--- src/rtl/irq_router_pkg.sv ---
package irq_router_pkg;
  typedef enum logic [1:0] {
    RA_CTRL = 2'd0,
    RA_PEND = 2'd1,
    RA_STAT = 2'd2,
    RA_PTR  = 2'd3
  } reg_addr_e;

  localparam int CTRL_LOCAL_BIT    = 0;
  localparam int CTRL_REDIRECT_BIT = 1;
  localparam int CTRL_W            = 2;
endpackage

--- src/rtl/irq_pend_ctl.sv ---
module irq_pend_ctl #(
  parameter int NVEC = 15
) (
  input  logic            clk,
  input  logic            rst_n,
  input  logic [NVEC-1:0] set_vec,
  input  logic            local_mode,
  input  logic            pkt_ready,
  output logic            pkt_valid,
  output logic [NVEC-1:0] pkt_vec,
  output logic [NVEC-1:0] pend
);
  logic            ack;
  logic [NVEC-1:0] sent_mask;
  logic [NVEC-1:0] add_mask;

  assign ack       = pkt_valid & pkt_ready;
  assign sent_mask = ack ? pkt_vec : '0;
  assign add_mask  = local_mode ? '0 : set_vec;

  always_ff @(posedge clk or negedge rst_n) begin
    if (!rst_n) begin
      pend <= '0;
    end else begin
      pend <= (pend & ~sent_mask) | add_mask;
    end
  end

  always_ff @(posedge clk or negedge rst_n) begin
    if (!rst_n) begin
      pkt_valid <= 1'b0;
      pkt_vec   <= '0;
    end else if (ack) begin
      pkt_valid <= 1'b0;
    end else if (!pkt_valid && !local_mode && (pend != '0)) begin
      pkt_valid <= 1'b1;
      pkt_vec   <= pend;
    end
  end


  pkt_hold_chk: assert property (@(posedge clk) disable iff (!rst_n)
    (pkt_valid && !pkt_ready) |=> (pkt_valid && $stable(pkt_vec)));


  pkt_drop_chk: assert property (@(posedge clk) disable iff (!rst_n)
    (pkt_valid && pkt_ready) |=> !pkt_valid);
endmodule

--- src/rtl/irq_stat_reg.sv ---
module irq_stat_reg #(
  parameter int NVEC = 15
) (
  input  logic            clk,
  input  logic            rst_n,
  input  logic [NVEC-1:0] set_vec,
  input  logic [NVEC-1:0] clr_vec,
  output logic [NVEC-1:0] stat
);
  always_ff @(posedge clk or negedge rst_n) begin
    if (!rst_n) begin
      stat <= '0;
    end else begin
      stat <= (stat & ~clr_vec) | set_vec;
    end
  end


  w1c_clear_chk: assert property (@(posedge clk) disable iff (!rst_n)
    ((clr_vec & ~set_vec) != '0) |=> ((stat & $past(clr_vec & ~set_vec)) == '0));
endmodule

--- src/rtl/irq_remote_in.sv ---
module irq_remote_in #(
  parameter int NVEC = 15,
  parameter int AW   = 32
) (
  input  logic            clk,
  input  logic            rst_n,
  input  logic            rx_valid,
  input  logic [NVEC-1:0] rx_vec,
  input  logic            redirect,
  input  logic [AW-1:0]   ptr,
  output logic [NVEC-1:0] to_stat,
  output logic            wr_valid,
  output logic [AW-1:0]   wr_addr,
  output logic [NVEC-1:0] wr_data
);
  assign to_stat = (rx_valid && !redirect) ? rx_vec : '0;

  always_ff @(posedge clk or negedge rst_n) begin
    if (!rst_n) begin
      wr_valid <= 1'b0;
      wr_addr  <= '0;
      wr_data  <= '0;
    end else begin
      wr_valid <= rx_valid && redirect;
      if (rx_valid && redirect) begin
        wr_addr <= ptr;
        wr_data <= rx_vec;
      end
    end
  end


  redirect_write_chk: assert property (@(posedge clk) disable iff (!rst_n)
    (rx_valid && redirect) |=> (wr_valid && wr_data == $past(rx_vec)));
endmodule

--- src/rtl/irq_router.sv ---
module irq_router
  import irq_router_pkg::*;
#(
  parameter int NVEC     = 15,
  parameter int DW       = 32,
  parameter int AW       = 32,
  parameter int LERR_BIT = 13,
  parameter int RERR_BIT = 14
) (
  input  logic            clk,
  input  logic            rst_n,
  input  logic            reg_we,
  input  logic [1:0]      reg_addr,
  input  logic [DW-1:0]   reg_wdata,
  output logic [DW-1:0]   reg_rdata,
  input  logic            err_local,
  input  logic            err_remote,
  output logic            pkt_valid,
  input  logic            pkt_ready,
  output logic [NVEC-1:0] pkt_vec,
  input  logic            rx_valid,
  input  logic [NVEC-1:0] rx_vec,
  output logic            ptr_wr_valid,
  output logic [AW-1:0]   ptr_wr_addr,
  output logic [NVEC-1:0] ptr_wr_data,
  output logic            host_irq
);
  logic [CTRL_W-1:0] ctrl;
  logic [AW-1:0]     ptr;
  logic [NVEC-1:0]   pend;
  logic [NVEC-1:0]   stat;
  logic [NVEC-1:0]   req_vec;
  logic [NVEC-1:0]   err_vec;
  logic [NVEC-1:0]   local_set;
  logic [NVEC-1:0]   rx_set;
  logic [NVEC-1:0]   clr_vec;
  logic              local_mode;
  logic              redirect;
  reg_addr_e         addr;

  assign addr       = reg_addr_e'(reg_addr);
  assign local_mode = ctrl[CTRL_LOCAL_BIT];
  assign redirect   = ctrl[CTRL_REDIRECT_BIT];

  always_comb begin
    err_vec           = '0;
    err_vec[LERR_BIT] = err_local;
    err_vec[RERR_BIT] = err_remote;
  end

  assign req_vec   = ((reg_we && addr == RA_PEND) ? reg_wdata[NVEC-1:0] : '0) | err_vec;
  assign local_set = local_mode ? req_vec : '0;
  assign clr_vec   = (reg_we && addr == RA_STAT) ? reg_wdata[NVEC-1:0] : '0;

  always_ff @(posedge clk or negedge rst_n) begin
    if (!rst_n) begin
      ctrl <= '0;
      ptr  <= '0;
    end else if (reg_we) begin
      if (addr == RA_CTRL) ctrl <= reg_wdata[CTRL_W-1:0];
      if (addr == RA_PTR)  ptr  <= reg_wdata[AW-1:0];
    end
  end

  irq_pend_ctl #(.NVEC(NVEC)) u_pend (
    .clk       (clk),
    .rst_n     (rst_n),
    .set_vec   (req_vec),
    .local_mode(local_mode),
    .pkt_ready (pkt_ready),
    .pkt_valid (pkt_valid),
    .pkt_vec   (pkt_vec),
    .pend      (pend)
  );

  irq_remote_in #(.NVEC(NVEC), .AW(AW)) u_rin (
    .clk     (clk),
    .rst_n   (rst_n),
    .rx_valid(rx_valid),
    .rx_vec  (rx_vec),
    .redirect(redirect),
    .ptr     (ptr),
    .to_stat (rx_set),
    .wr_valid(ptr_wr_valid),
    .wr_addr (ptr_wr_addr),
    .wr_data (ptr_wr_data)
  );

  irq_stat_reg #(.NVEC(NVEC)) u_stat (
    .clk    (clk),
    .rst_n  (rst_n),
    .set_vec(local_set | rx_set),
    .clr_vec(clr_vec),
    .stat   (stat)
  );

  assign host_irq = |stat;

  always_comb begin
    reg_rdata = '0;
    case (addr)
      RA_CTRL: reg_rdata[CTRL_W-1:0] = ctrl;
      RA_PEND: reg_rdata[NVEC-1:0]   = pend;
      RA_STAT: reg_rdata[NVEC-1:0]   = stat;
      RA_PTR:  reg_rdata[AW-1:0]     = ptr;
      default: reg_rdata = '0;
    endcase
  end


  rx_merge_chk: assert property (@(posedge clk) disable iff (!rst_n)
    (rx_valid && !redirect) |=> ((stat & $past(rx_vec)) == $past(rx_vec) && host_irq == ($past(rx_vec) != '0) || host_irq));


  local_no_pend_chk: assert property (@(posedge clk) disable iff (!rst_n)
    (local_mode && !(pkt_valid && pkt_ready)) |=> $stable(pend));
endmodule

--- config.mk ---
export PLATFORM = sky130hd
export DESIGN_NAME = irq_router
export DESIGN_NICKNAME = d
export VERILOG_FILES = /design/src/rtl/irq_router_pkg.sv /design/src/rtl/irq_pend_ctl.sv /design/src/rtl/irq_stat_reg.sv /design/src/rtl/irq_remote_in.sv /design/src/rtl/irq_router.sv
export SDC_FILE = /design/constraint.sdc
export NUM_CORES = 1
export LEC_CHECK = 0
export ABC_CLOCK_PERIOD_IN_PS = 2910
export BUFFER_PORTS_ARGS = -buffer_cell sky130_fd_sc_hd__buf_2
export CAP_MARGIN = 10
export CORE_ASPECT_RATIO = 1.2
export CORE_MARGIN = 8
export CORE_UTILIZATION = 39
export DETAILED_ROUTE_END_ITERATION = 10
export MAX_ROUTING_LAYER = met4
export PLACE_DENSITY = 0.74
export SYNTH_ARGS = -nofsm -noshare
export SYNTH_HDL_FRONTEND = slang
export SYNTH_SLANG_ARGS = --single-unit
--- constraint.sdc ---
create_clock -name clk -period 2.91 [get_ports clk]
set_input_delay 0.582 -clock clk [delete_from_list [all_inputs] [get_ports clk]]
set_output_delay 0.582 -clock clk [all_outputs]
set_load 0.005 [all_outputs]
Yosys cells after proc, flatten, opt, wreduce, memory -nomap -nowiden
Cells that the tools add are included.
Cells by class
  add/sub/neg operators: 0
  multiply operators: 0
  div/mod/pow operators: 0
  magnitude comparators: 0
  equality and inequality tests: 3
  shift operators: 0
  mux-type cells: 11
  bitwise operators: 10
  reductions and logical operators: 16
Operator list (count)
  $mux W15: 6
  $or A15 B15 Y15: 4
  $pmux W13 S3: 1
  $and A15 B15 Y15: 2
  $not A15 Y15: 2
  $mux W17: 1
  $reduce_bool A15 Y1: 1
  $reduce_or A15 Y1: 1
  $pmux W2 S4: 1
  $logic_and A1 B1 Y1: 6
  $reduce_and A2 Y1: 3
  $eq A2 B2 Y1 const B: 2
  $logic_not A1 Y1: 3
  $eq A2 B1 Y1 const B: 1
  $logic_not A2 Y1: 1
  $mux W1: 2
  $reduce_bool A2 Y1: 1
  $and A1 B1 Y1: 1
  $not A1 Y1: 1
Storage, ports and cells
  flip-flop bits (word level): 128
  bits in latches: 0
  RAM bits: 0
  ROM bits: 0
  input bits: 56
  output and inout bits: 97
  word-level logic and storage cells: 49
  memories kept: 0

Logic depth before layout (Yosys ltp)
  word-level depth: 7
  depth in mapped cells: 6
  gate-level depth less buffers: 3

Modules after synthesis
From an unflattened synthesis, not the netlist that was laid out.
Second synthesis, totals
  cells, all modules: 441
  area, all modules: 6085.8 um^2
By module, submodules not included
  irq_router: instances 1, cells each 187, area an instance 2326.0 um^2, sequential area each 850.8 um^2
  irq_remote_in: instances 1, cells each 119, area an instance 1956.9 um^2, sequential area each 1201.2 um^2
  irq_pend_ctl: instances 1, cells each 90, area an instance 1258.7 um^2, sequential area each 775.7 um^2
  irq_stat_reg: instances 1, cells each 45, area an instance 544.3 um^2, sequential area each 375.4 um^2

Worst setup path after synthesis
OpenSTA, ideal clock, no wires.
  path kind: input to output
  start: input reg_addr[0]
  end: output reg_rdata[7]
  arrival time: 1.507 ns
  data required time: 2.328 ns
  slack: 0.821 ns
  cell stages on the path: 4
  path buffers: 2
  path through: buf_2 clkbuf_1 mux2_2 a22o_1
Between the ends
  word-level cells in the longest chain between the ends: 2
  elaborated cells between the ends (all ways): 4
  classes of those cells: eq/ne: 3; mux: 1
Ends and longest elaborated chain
  start: declaration: RTL line irq_router.sv:13  | input logic [1:0] reg_addr,
  $eq A2 B2 Y1 or $eq A2 B1 Y1 (tied branches): RTL line irq_router.sv:101  | case (addr)
  $pmux W13 S3 (*): RTL line irq_router.sv:101
  end: declaration: RTL line irq_router.sv:15  | output logic [DW-1:0] reg_rdata,
Mark *: on every way between the ends. The rest lies on a longest branch, timed or not.

Worst setup path in the final report
  start: input reg_addr[0]
  end: output reg_rdata[14]
The elaborated chain is that of the path after synthesis.

==> metrics.log <==
INFO  metric grt_util_met3 = 0.0505
INFO  metric final_hold_viol_count = 0
INFO  metric post_synth_main_area_contributors = sky130_fd_sc_hd__dfrtp_1 59%, sky130_fd_sc_hd__mux2_2 20%, sky130_fd_sc_hd__a22o_1 4.3%
INFO  metric route.final.wire_length = 15400 um
INFO  metric drc = 0
INFO  metric yosysWarnings = 0
INFO  metric vias = 3890
INFO  metric cp_capture_type = output pin
INFO  metric synth_nets = 437
INFO  metric netlist_area = 0.00547 mm^2
INFO  metric fmax = 0.401 GHz
INFO  metric tritoncts = done
INFO  metric netlist.area_leader.share = 0.585
INFO  metric routabilityCongestion = 0.856
INFO  metric io_buffer_count = 152
INFO  metric result_of_the_run = finished clean
INFO  metric finalWorstPathRequiredPeriod = 2.49 ns
INFO  metric synthesis.instances = 381
INFO  metric cts_htree_levels = 4
INFO  metric ff2ff_path_depth = 4
INFO  metric timing.max_cap.violations = 0
INFO  metric global_route.peak_usage_layer = met2
INFO  metric post_cts_hold_buffer_count = 0
INFO  metric critPathMaxStageDelay = 0.35 ns
INFO  metric finalPower = 6.45 mW
INFO  metric path_class = in2out
INFO  metric worst_clock_skew = 0.00741 ns
INFO  metric path_common_cell = sky130_fd_sc_hd__buf_2
INFO  metric timing_worst_slew_pin_value = 0.712 ns
INFO  metric r2r_slack = 0.85 ns
INFO  metric synth.most_common_cell = sky130_fd_sc_hd__dfrtp_1
INFO  metric post-cts-setup-buffers = 0
INFO  metric critical_path_required = 2.33 ns
INFO  metric wire_per_inst = 21.3 um
INFO  metric placed_area = 0.00644 mm^2
INFO  metric routed_via_density = 5.39
INFO  metric final_clock_period_utilization_by_the_worst_path = 0.856
INFO  metric cts_buffer_depth = 2
INFO  metric drt-pass1-iter-count = 4
INFO  metric clkLatencyLatePin = 0.41 ns
INFO  metric critPathMaxFanout = 19
INFO  metric classification_of_the_worst_slack_hold_path = in2async
INFO  metric slowest_stage = sky130_fd_sc_hd__buf_2
INFO  metric drive_gt1_frac = 0.551
INFO  metric top_post_synthesis_cells_by_count = 128 x sky130_fd_sc_hd__dfrtp_1, 99 x sky130_fd_sc_hd__mux2_2, 27 x sky130_fd_sc_hd__a22o_1
INFO  metric power_leakage = 3.36 nW
INFO  metric die_area = 0.0181 mm^2
INFO  metric crit_path_start_kind = input pin
INFO  metric floorplan.initialDensity = 0.398
INFO  metric synth_sequential_area_ratio = 0.585
INFO  metric power_density = 922 mW/mm^2
INFO  metric timing.critical_path.cells = buf_2 -> buf_4 -> mux2_2 -> a22o_1 -> buf_2
INFO  metric ys_types = 30
INFO  metric grt_overflow = 0
INFO  metric core-area = 0.0138 mm^2
INFO  metric number_of_failing_setup_endpoints_in_the_final_timing_report = 0
INFO  metric grt_use_met2 = 0.268
INFO  metric rr_endpoint = u_pend.pkt_vec[8]
INFO  metric grt_antenna_before_repair = 3
INFO  metric synth_enable_flop_cells = 0
INFO  metric maximum_number_of_pins_on_one_net_before_global_route_repair = 59
INFO  metric clkTransAtPathRegs = 0.05 ns
INFO  metric dp.final_hpwl = 11500 um
INFO  metric postSynth.topFlopCell = sky130_fd_sc_hd__dfrtp_1
INFO  metric grt_pass1_wl = 23300 um
INFO  metric die_h = 146 um
INFO  metric r2r_start = ctrl[0]
INFO  metric cts.repair.resized = 0
INFO  metric ys_ff_latch = 128
INFO  metric placement_rows = 47
INFO  metric use_met1 = 0.214
INFO  metric io-pin-count = 153
INFO  metric grt_pass1_vias = 4078
INFO  metric setup_tns = 0 ns
INFO  metric gr-usage-all-layers = 0.176
INFO  metric antenna_violating_nets_post_route = 0
INFO  metric cts.sinks = 128
INFO  metric die_width = 124 um
INFO  metric cp.arrival = 1.91 ns
INFO  metric detailedRoute.firstIterationViolations = 271
INFO  metric n_fill_cell = 1186
INFO  metric asyncSetResetFlopFracSynth = 1.00
INFO  metric relSlewSlack = 0.525
INFO  metric drv_slew = 0
INFO  metric num-nets-final = 593
INFO  metric post-route-cell-area = 0.00699 mm^2
INFO  metric cts-root-buf = sky130_fd_sc_hd__clkbuf_16
INFO  metric synth_top_cell_by_area = sky130_fd_sc_hd__dfrtp_1
INFO  metric post_synth.cell_area_avg = 14.4 um^2
INFO  metric vdd_drop_max = 438 uV
INFO  metric layout-area-overhead-vs-synth = 27.7%
INFO  metric rsz_0062_raised_after_global_routing = false
INFO  metric cts_made_buffers = 17
metal layers:
layer / vias up / wire (um)
li1: 1749 / -
met1: 1984 / 6400
met2: 139 / 7430
met3: 18 / 1310
met4: 0 / 232
met5: - / 0
critical path: cells and delay by family:
family | cells | cell delay (ns)
muxes | 1 | 0.35
AOI/OAI and AO/OA | 1 | 0.19
buffers and inverters | 3 | 0.78
final cells by class:
type | instances | area, um^2 | area share
clock buffer | 23 | 458 | 0.0655
timing repair buffer | 162 | 863 | 0.124
multi-input combinational | 225 | 2150 | 0.307
inverter | 3 | 11.3 | 0.00161
sequential | 128 | 3200 | 0.458
antenna | 3 | 7.51 | 0.00107
clock inverter | 7 | 87.6 | 0.0125
tap | 171 | 214 | 0.0306
power breakdown:
group          leakage [nW]  internal [mW]  switching (mW)
sequential             1.50           2.36           0.439
combinational          1.59          0.972           0.685
clock                 0.267           1.27           0.722
total                  3.36           4.60            1.85
how the worst max path moves through the flow:
stage | start | slack (ns) | cells past startpoint | to
after CTS | reg_addr[0] | 0.42 | 5 | reg_rdata[14]
final | reg_addr[0] | 0.42 | 5 | reg_rdata[14]
after floorplan | reg_addr[0] | 0.82 | 4 | reg_rdata[7]
after global routing | reg_addr[0] | 0.36 | 5 | reg_rdata[14]
after detailed placement | reg_addr[0] | 0.42 | 5 | reg_rdata[14]
after global placement | reg_addr[0] | 0.44 | 5 | reg_rdata[14]
state kept, by name (all words and copies together), names as in the netlist:
register / flops
ctrl: 2
u_rin.wr_data: 15
u_pend.pkt_vec: 15
ptr: 32
u_rin.wr_addr: 32
u_pend.pend: 15
u_stat.stat: 15
u_pend.pkt_valid: 1
u_rin.wr_valid: 1
cell usage in the layout, fill, tap and decap left out, types with 2 or more instances in the layout:
master and count:
sky130_fd_sc_hd__and3_1 19, sky130_fd_sc_hd__a221o_1 15, sky130_fd_sc_hd__mux2_4 9, sky130_fd_sc_hd__diode_2 3, sky130_fd_sc_hd__mux2_2 99, sky130_fd_sc_hd__buf_12 2
sky130_fd_sc_hd__a22o_1 27, sky130_fd_sc_hd__clkbuf_1 5, sky130_fd_sc_hd__clkinv_2 4, sky130_fd_sc_hd__buf_2 151, sky130_fd_sc_hd__a21boi_0 14, sky130_fd_sc_hd__nand2_1 16
sky130_fd_sc_hd__nor2b_1 2, sky130_fd_sc_hd__buf_4 9, sky130_fd_sc_hd__nor3_1 2, sky130_fd_sc_hd__dfrtp_1 128, sky130_fd_sc_hd__clkbuf_16 17, sky130_fd_sc_hd__inv_1 3
sky130_fd_sc_hd__nor4_1 5, sky130_fd_sc_hd__bufinv_16 2, sky130_fd_sc_hd__a31o_2 2
metrics by stage:
stage          worst slack (ns)  hold WS (ns)  instances   util
6_report                  0.418         0.172        722  0.508
5_1_grt                   0.358         0.210        722  0.508
4_1_cts                   0.424         0.179        719  0.507
3_5_place_dp              0.422         0.487        689  0.468
3_3_place_gp              0.442         0.481        689  0.468
2_1_floorplan             0.821         0.286        381      -
cells by family (layout without fill, tap and decap cells):
group / count (synthesis) / after routing / synth area share
AOI/OAI and AO/OA: 63 / 63 / 0.101
buffers and inverters: 28 / 195 / 0.0233
DFF: 128 / 128 / 0.585
muxes: 110 / 110 / 0.237
other: 0 / 3 / 0
and+or+nand+nor: 52 / 52 / 0.0528
Note: power is estimated with default switching activity, not from simulation.
